--- src/rtl/rtc_pkg.sv ---
`timescale 1ns/1ps
package rtc_pkg;
  localparam int unsigned DW = 16;
  localparam int unsigned AW = 3;

  typedef enum logic [AW-1:0] {
    A_TIME_HI = 3'd0,
    A_TIME_LO = 3'd1,
    A_ALM_HI  = 3'd2,
    A_ALM_LO  = 3'd3,
    A_CTRL    = 3'd4,
    A_WCNT    = 3'd5,
    A_TRIM    = 3'd6
  } reg_addr_e;

  localparam int unsigned B_VALID  = 15;
  localparam int unsigned B_BUSY   = 14;
  localparam int unsigned B_ALM_EN = 10;
  localparam int unsigned B_FREQ   = 4;
  localparam int unsigned B_STAT   = 0;
endpackage

--- src/rtl/rtc_sec_counter.sv ---
`timescale 1ns/1ps
module rtc_sec_counter #(
  parameter int unsigned DW   = 16,
  parameter int unsigned TW   = 32,
  parameter int unsigned WC_W = 16
) (
  input  logic            clk_i,
  input  logic            rst_ni,
  input  logic            tick_i,
  input  logic [TW/DW-1:0] stage_we_i,
  input  logic [DW-1:0]   wdata_i,
  output logic [TW-1:0]   cnt_o,
  output logic            busy_o,
  output logic            valid_o,
  output logic [WC_W-1:0] wcnt_o
);
  localparam int unsigned NH = TW / DW;

  logic [TW-1:0] staged;
  logic          pend_q;

  for (genvar h = 0; h < NH; h++) begin : g_half
    logic [DW-1:0] q;
    always_ff @(posedge clk_i or negedge rst_ni) begin
      if (!rst_ni)            q <= '0;
      else if (stage_we_i[h]) q <= wdata_i;
    end
    assign staged[h*DW +: DW] = q;
  end

  always_ff @(posedge clk_i or negedge rst_ni) begin
    if (!rst_ni) begin
      cnt_o   <= '0;
      pend_q  <= 1'b0;
      valid_o <= 1'b0;
      wcnt_o  <= '0;
    end else begin
      if (tick_i) begin
        if (pend_q) begin
          cnt_o   <= staged;
          pend_q  <= 1'b0;
          valid_o <= 1'b1;
          wcnt_o  <= wcnt_o + 1'b1;
        end else begin
          cnt_o <= cnt_o + 1'b1;
        end
      end
      // low half write arms a load; a re-arm wins over a same-edge commit
      if (stage_we_i[0]) pend_q <= 1'b1;
    end
  end

  assign busy_o = pend_q;
endmodule

--- src/rtl/rtc_alarm_cmp.sv ---
`timescale 1ns/1ps
module rtc_alarm_cmp #(
  parameter int unsigned TW = 32
) (
  input  logic          clk_i,
  input  logic          rst_ni,
  input  logic [TW-1:0] cnt_i,
  input  logic [TW-1:0] alarm_i,
  input  logic          en_i,
  input  logic          stat_clr_i,
  output logic          irq_o,
  output logic          stat_o
);
  logic match, match_q;

  assign match = en_i && (cnt_i == alarm_i);
  assign irq_o = match && !match_q;

  always_ff @(posedge clk_i or negedge rst_ni) begin
    if (!rst_ni) begin
      match_q <= 1'b0;
      stat_o  <= 1'b0;
    end else begin
      match_q <= match;
      if (irq_o)           stat_o <= 1'b1;
      else if (stat_clr_i) stat_o <= 1'b0;
    end
  end
endmodule

--- src/rtl/rtc_bus_regs.sv ---
`timescale 1ns/1ps
module rtc_bus_regs
  import rtc_pkg::*;
#(
  parameter int unsigned TW     = 32,
  parameter int unsigned WC_W   = 16,
  parameter int unsigned FREQ_W = 3,
  parameter int unsigned TRIM_W = 10
) (
  input  logic            clk_i,
  input  logic            rst_ni,
  input  logic            req_i,
  input  logic            we_i,
  input  logic [AW-1:0]   addr_i,
  input  logic [DW-1:0]   wdata_i,
  input  logic [TW-1:0]   cnt_i,
  input  logic            busy_i,
  input  logic            valid_i,
  input  logic [WC_W-1:0] wcnt_i,
  input  logic            stat_i,
  output logic [TW/DW-1:0] stage_we_o,
  output logic [TW-1:0]   alarm_o,
  output logic            alm_en_o,
  output logic            stat_clr_o,
  output logic [DW-1:0]   rdata_o
);
  localparam int unsigned NH = TW / DW;

  logic              wr;
  logic [FREQ_W-1:0] freq_q;
  logic [TRIM_W-1:0] trim_q;
  logic [NH-1:0]     alm_we;

  assign wr = req_i && we_i;

  // half h sits at base + (NH-1-h): upper half first
  for (genvar h = 0; h < NH; h++) begin : g_dec
    localparam logic [AW-1:0] TA = AW'(A_TIME_HI) + AW'(NH - 1 - h);
    localparam logic [AW-1:0] AA = AW'(A_ALM_HI) + AW'(NH - 1 - h);
    assign stage_we_o[h] = wr && (addr_i == TA);
    assign alm_we[h]     = wr && (addr_i == AA);
    always_ff @(posedge clk_i or negedge rst_ni) begin
      if (!rst_ni)        alarm_o[h*DW +: DW] <= '0;
      else if (alm_we[h]) alarm_o[h*DW +: DW] <= wdata_i;
    end
  end

  always_ff @(posedge clk_i or negedge rst_ni) begin
    if (!rst_ni) begin
      alm_en_o <= 1'b0;
      freq_q   <= '0;
      trim_q   <= '0;
    end else if (wr) begin
      if (addr_i == A_CTRL) begin
        alm_en_o <= wdata_i[B_ALM_EN];
        freq_q   <= wdata_i[B_FREQ +: FREQ_W];
      end
      if (addr_i == A_TRIM) trim_q <= wdata_i[TRIM_W-1:0];
    end
  end

  assign stat_clr_o = wr && (addr_i == A_CTRL) && wdata_i[B_STAT];

  always_comb begin
    rdata_o = '0;
    case (addr_i)
      A_TIME_HI: rdata_o = cnt_i[TW-1 -: DW];
      A_TIME_LO: rdata_o = cnt_i[DW-1:0];
      A_ALM_HI:  rdata_o = alarm_o[TW-1 -: DW];
      A_ALM_LO:  rdata_o = alarm_o[DW-1:0];
      A_CTRL: begin
        rdata_o[B_VALID]           = valid_i;
        rdata_o[B_BUSY]            = busy_i;
        rdata_o[B_ALM_EN]          = alm_en_o;
        rdata_o[B_FREQ +: FREQ_W]  = freq_q;
        rdata_o[B_STAT]            = stat_i;
      end
      A_WCNT:    rdata_o[WC_W-1:0]   = wcnt_i;
      A_TRIM:    rdata_o[TRIM_W-1:0] = trim_q;
      default:   rdata_o = '0;
    endcase
  end
endmodule

--- src/rtl/sec_rtc.sv ---
`timescale 1ns/1ps
module sec_rtc
  import rtc_pkg::*;
#(
  parameter int unsigned TW     = 32,
  parameter int unsigned WC_W   = 16,
  parameter int unsigned FREQ_W = 3,
  parameter int unsigned TRIM_W = 10
) (
  input  logic          clk_i,
  input  logic          rst_ni,
  input  logic          tick_i,
  input  logic          req_i,
  input  logic          we_i,
  input  logic [AW-1:0] addr_i,
  input  logic [DW-1:0] wdata_i,
  output logic [DW-1:0] rdata_o,
  output logic          irq_o
);
  localparam int unsigned NH = TW / DW;

  logic [TW-1:0]   cnt, alarm;
  logic [NH-1:0]   stage_we;
  logic            busy, valid, alm_en, status, stat_clr;
  logic [WC_W-1:0] wcnt;

  rtc_bus_regs #(.TW(TW), .WC_W(WC_W), .FREQ_W(FREQ_W), .TRIM_W(TRIM_W)) u_regs (
    .clk_i, .rst_ni, .req_i, .we_i, .addr_i, .wdata_i,
    .cnt_i(cnt), .busy_i(busy), .valid_i(valid), .wcnt_i(wcnt), .stat_i(status),
    .stage_we_o(stage_we), .alarm_o(alarm), .alm_en_o(alm_en),
    .stat_clr_o(stat_clr), .rdata_o
  );

  rtc_sec_counter #(.DW(DW), .TW(TW), .WC_W(WC_W)) u_cnt (
    .clk_i, .rst_ni, .tick_i, .stage_we_i(stage_we), .wdata_i,
    .cnt_o(cnt), .busy_o(busy), .valid_o(valid), .wcnt_o(wcnt)
  );

  rtc_alarm_cmp #(.TW(TW)) u_alm (
    .clk_i, .rst_ni, .cnt_i(cnt), .alarm_i(alarm), .en_i(alm_en),
    .stat_clr_i(stat_clr), .irq_o, .stat_o(status)
  );
endmodule

--- config.mk ---
export PLATFORM = sky130hd
export DESIGN_NAME = sec_rtc
export DESIGN_NICKNAME = d
export VERILOG_FILES = /design/src/rtl/rtc_pkg.sv /design/src/rtl/rtc_sec_counter.sv /design/src/rtl/rtc_alarm_cmp.sv /design/src/rtl/rtc_bus_regs.sv /design/src/rtl/sec_rtc.sv
export SDC_FILE = /design/constraint.sdc
export NUM_CORES = 1
export LEC_CHECK = 0
export ABC_CLOCK_PERIOD_IN_PS = 1900
export BUFFER_PORTS_ARGS = -buffer_cell sky130_fd_sc_hd__clkbuf_2
export CAP_MARGIN = 20
export CELL_PAD_IN_SITES_DETAIL_PLACEMENT = 1
export CELL_PAD_IN_SITES_GLOBAL_PLACEMENT = 2
export CORE_UTILIZATION = 37
export DETAILED_ROUTE_END_ITERATION = 7
export PLACE_DENSITY_LB_ADDON = 0.15
export SLEW_MARGIN = 40
export SYNTH_ARGS = -nofsm -noshare
export SYNTH_HDL_FRONTEND = slang
export SYNTH_SLANG_ARGS = --single-unit
--- constraint.sdc ---
create_clock -name clk_i -period 1.9 [get_ports clk_i]
set_input_delay 0.19 -clock clk_i [delete_from_list [all_inputs] [get_ports clk_i]]
set_output_delay 0.19 -clock clk_i [all_outputs]
set_load 0.02 [all_outputs]
==> impl_metrics.py <==
metrics = {
    "power_and_ir_drop": {
        "peakVddDrop_mv": 0.747,
        "power.density_nw_per_um2": 1040,
        "power_mw": 9.74,
        "p_leak_nw": 4.17,
    },
    "floorplan": {
        "rows": 49,
        "core_sq_um": 18200,
        "die_h_um": 139,
        "pin_count": 41,
        "initial_utilization_pct": 38.3,
        "die_width_um": 139,
        "dieArea_sq_um": 19400,
    },
    "yosys": {
        "yosys_warnings": 0,
        "synthMuxAreaShare_pct": 19.3,
        "synth_simple_gate_area_share_pct": 13.6,
        "synthFlopType": "dfrtp_1",
        "synth_xor_area_share_pct": 5.90,
        "postSynthCellCount": 651,
        "synth_adder_area_share_pct": 0.358,
        "syn_avg_cell_area_sq_um": 10.7,
        "synth_top_family_by_area": "multiplexers",
        "synth_area_sq_um": 6980,
        "ys_ff_latch": 130,
        "async_flop_share_pct": 100,
        "yosysSeqAreaShare_pct": 46.6,
        "synth_edf_count": 0,
        "synth.distinct_cells": 52,
        "synth_nets": 677,
        "synth_compound_area_share_pct": 10.8,
    },
    "cts": {
        "cts_sinks": 130,
        "h-tree-depth": 4,
        "clockBufferDepth": 2,
        "numCtsBuffers": 17,
        "cts_root_buffer": "clkbuf_16",
        "cts_tree": "done",
        "clk_pin_slew_worst_paths_ps": 60,
        "clock_latency_ps": 440,
    },
    "worst_hold_path": {
        "hold_path_class": "input port to flip-flop",
        "hold_end": "u_regs.alarm_o[28]$_DFFE_PN0P_",
        "min_path_cells": 2,
        "hp-start": "wdata_i[12]",
    },
    "placement": {
        "io_buffer_count": 40,
        "placed_area_sq_um": 8290,
        "gp_congestion": 0.918,
        "dp_hpwl_um": 18900,
        "dp.cells": 998,
    },
    "route": {
        "wl_um": 26000,
        "antenna_left": 0,
        "drcViolationCount": 0,
        "wl_per_cell_um": 24.8,
        "via_count": 5970,
        "dr.pass1.iters": 4,
        "dr.first_iter.drc_count": 352,
        "vias_per_cell": 5.71,
    },
    "timing": {
        "setup_viol": 16,
        "setup_slack_ps": -410,
        "rsz0062_at_grt": "yes",
        "tightestPinTransition_ps": 604,
        "fin_worst_skew_ps": 10.5,
        "final_hold_viol_count": 0,
        "period_needed_ps": 2310,
        "slew_violations": 0,
        "slew-limit-headroom_pct": 59.6,
        "fin_crit_sh_pct": 122,
        "setup_tns_ps": -1960,
        "max_freq_mhz": 433,
    },
    "run_status": {
        "status": "finished with violations",
        "violations": "negative setup slack",
    },
    "worst_setup_path": {
        "worstSetupPathType": "flip-flop to output pin",
        "start_kind": "flip-flop",
        "cp_max_fo": 2,
        "cp_data_arrival_time_ps": 2120,
        "rrSetupSlack_ps": -130,
        "r2r-start": "u_cnt.cnt_o[10]$_DFFE_PN0P_",
        "ff2ff_path_depth": 7,
        "max_stage_delay_ps": 440,
        "worstPathCellList": "xnor2_1 > nand4_1 > nor4_2 > nand4_1 > buf_6 > nor2_4 > buf_6",
        "crit_buf_inv": 2,
        "path_delay_family": "simple AND/OR/NAND/NOR gates",
        "required_ps": 1710,
        "cp-end-kind": "output pin",
        "slowest_stage": "dfrtp_1",
        "r2r-end": "u_cnt.cnt_o[30]$_DFFE_PN0P_",
    },
    "global_routing": {
        "grt_pass1_wl_um": 39200,
        "antenna_found_initial": 0,
        "grt_overflow": 0,
        "grt_usage_pct": 27.8,
        "grt_pass1_vias": 6271,
        "grt_max_degree": 53,
    },
    "layout": {
        "instances_no_fill": 1046,
        "area_growth_pct": 34.7,
        "layout_common_cells": "dfrtp_1, buf_4, mux2_2, nand2_1, nor2_1",
        "diodes": 0,
        "fin_area_sq_um": 9410,
        "fin_nets": 832,
        "drive_gt1_share_pct": 44.8,
        "final_common_cell": "dfrtp_1",
    },
    "flow_run": {
        "cap_violations": 0,
    },
}
metrics by stage:
step	worst slack, ps	util, %	hold WS [ps]
finish	-410	51.7	77.4
global route	-482	51.7	70.5
CTS	-496	49.4	69.6
detailed placement	-281	45.5	201
global placement	-235	45.5	197
floorplan	19.9	-	-106
cell type report:
type | count | area (sq um)
clock buffer | 23 | 448
clock inverter | 7 | 62.6
fill | 1965 | 8800
inverter | 10 | 40.0
multi-input combinational | 464 | 3790
sequential | 130 | 3270
tap | 229 | 287
timing repair buffer | 183 | 1520
worst register-to-register path, delay by kind of cell (launching register included):
family / cells / cell delay, ps
flops: 1 / 370
buf+inv: 2 / 250
simple gates: 5 / 1370
state kept, by name, indices dropped and copies added (netlist names):
signal and cells:
u_alm.match_q 1, u_regs.freq_q 3, u_regs.alm_en_o 1, u_regs.trim_q 10
u_cnt.wcnt_o 16, u_regs.alarm_o 32, u_cnt.busy_o 1, u_cnt.valid_o 1
u_cnt.cnt_o 32, u_alm.stat_o 1, u_cnt.g_half.q 32
cell usage after synthesis (all sizes together), types with 3 or more instances:
cell type | n | area (sq um)
nor3 | 5 | 30.0
mux2 | 87 | 980
dfrtp | 130 | 3250
a221oi | 6 | 52.6
inv | 9 | 33.8
a21oi | 38 | 190
a221o | 3 | 31.3
mux4 | 5 | 116
a22oi | 14 | 105
xor2 | 3 | 26.3
clkbuf | 29 | 113
xnor2 | 44 | 385
o21ai | 21 | 105
nand4 | 17 | 136
mux2i | 25 | 250
nor2 | 42 | 158
nand2 | 49 | 189
a22o | 7 | 61.3
buf | 18 | 92.6
nor4 | 8 | 80.1
nand3 | 24 | 120
and4 | 6 | 53.8
o22ai | 16 | 100
and3 | 12 | 75.1
nor2b | 9 | 56.3
kinds of logic after synthesis:
family / Yosys count
XOR/XNOR: 47
adder cells (fa/ha/maj): 2
AND/OR/NAND/NOR: 180
AO/OA/AOI/OAI: 118
buffers and inverters: 57
flip-flops: 130
multiplexers: 117
layer usage:
| layer | GRT usage [%] | up-vias | routed length (um) |
|---|---|---|---|
| met2 | 44.4 | 162 | 12700 |
| met3 | 4.99 | 31 | 887 |
| met1 | 37.1 | 3091 | 11700 |
| met5 | 0 | - | 0 |
| met4 | 11.4 | 0 | 723 |
| li1 | - | 2686 | - |
report_power, final:
group / switching [mW] / internal, mW / total (mW) / leakage (nW)
clock network: 1.23 / 1.77 / 3.00 / 0.250
registers: 0.509 / 3.32 / 3.83 / 1.58
logic: 1.37 / 1.54 / 2.91 / 2.34
timing repair:
| item | 4_1_cts | 5_1_grt |
|---|---|---|
| endpoints found under the hold margin | 47 | 0 |
| gates resized for setup | 36 | 98 |
| pin swaps | 11 | 25 |
| buffers inserted | 9 | 15 |
| hold buffers | 1 | 0 |
| setup endpoints to repair | 16 | 36 |
how the worst max path moves through the flow:
stage	from	end	slack, ps	depth (start not counted)
floorplan	u_cnt.cnt_o[0]$_DFFE_PN0P_	u_cnt.cnt_o[30]$_DFFE_PN0P_	20	6
global placement	u_regs.alarm_o[17]$_DFFE_PN0P_	irq_o	-240	7
detailed placement	u_regs.alarm_o[17]$_DFFE_PN0P_	irq_o	-280	7
CTS	u_cnt.cnt_o[17]$_DFFE_PN0P_	irq_o	-500	7
global route	u_cnt.cnt_o[31]$_DFFE_PN0P_	irq_o	-480	8
finish	u_cnt.cnt_o[23]$_DFFE_PN0P_	irq_o	-410	7
Note: power is estimated with default switching activity, not from simulation.
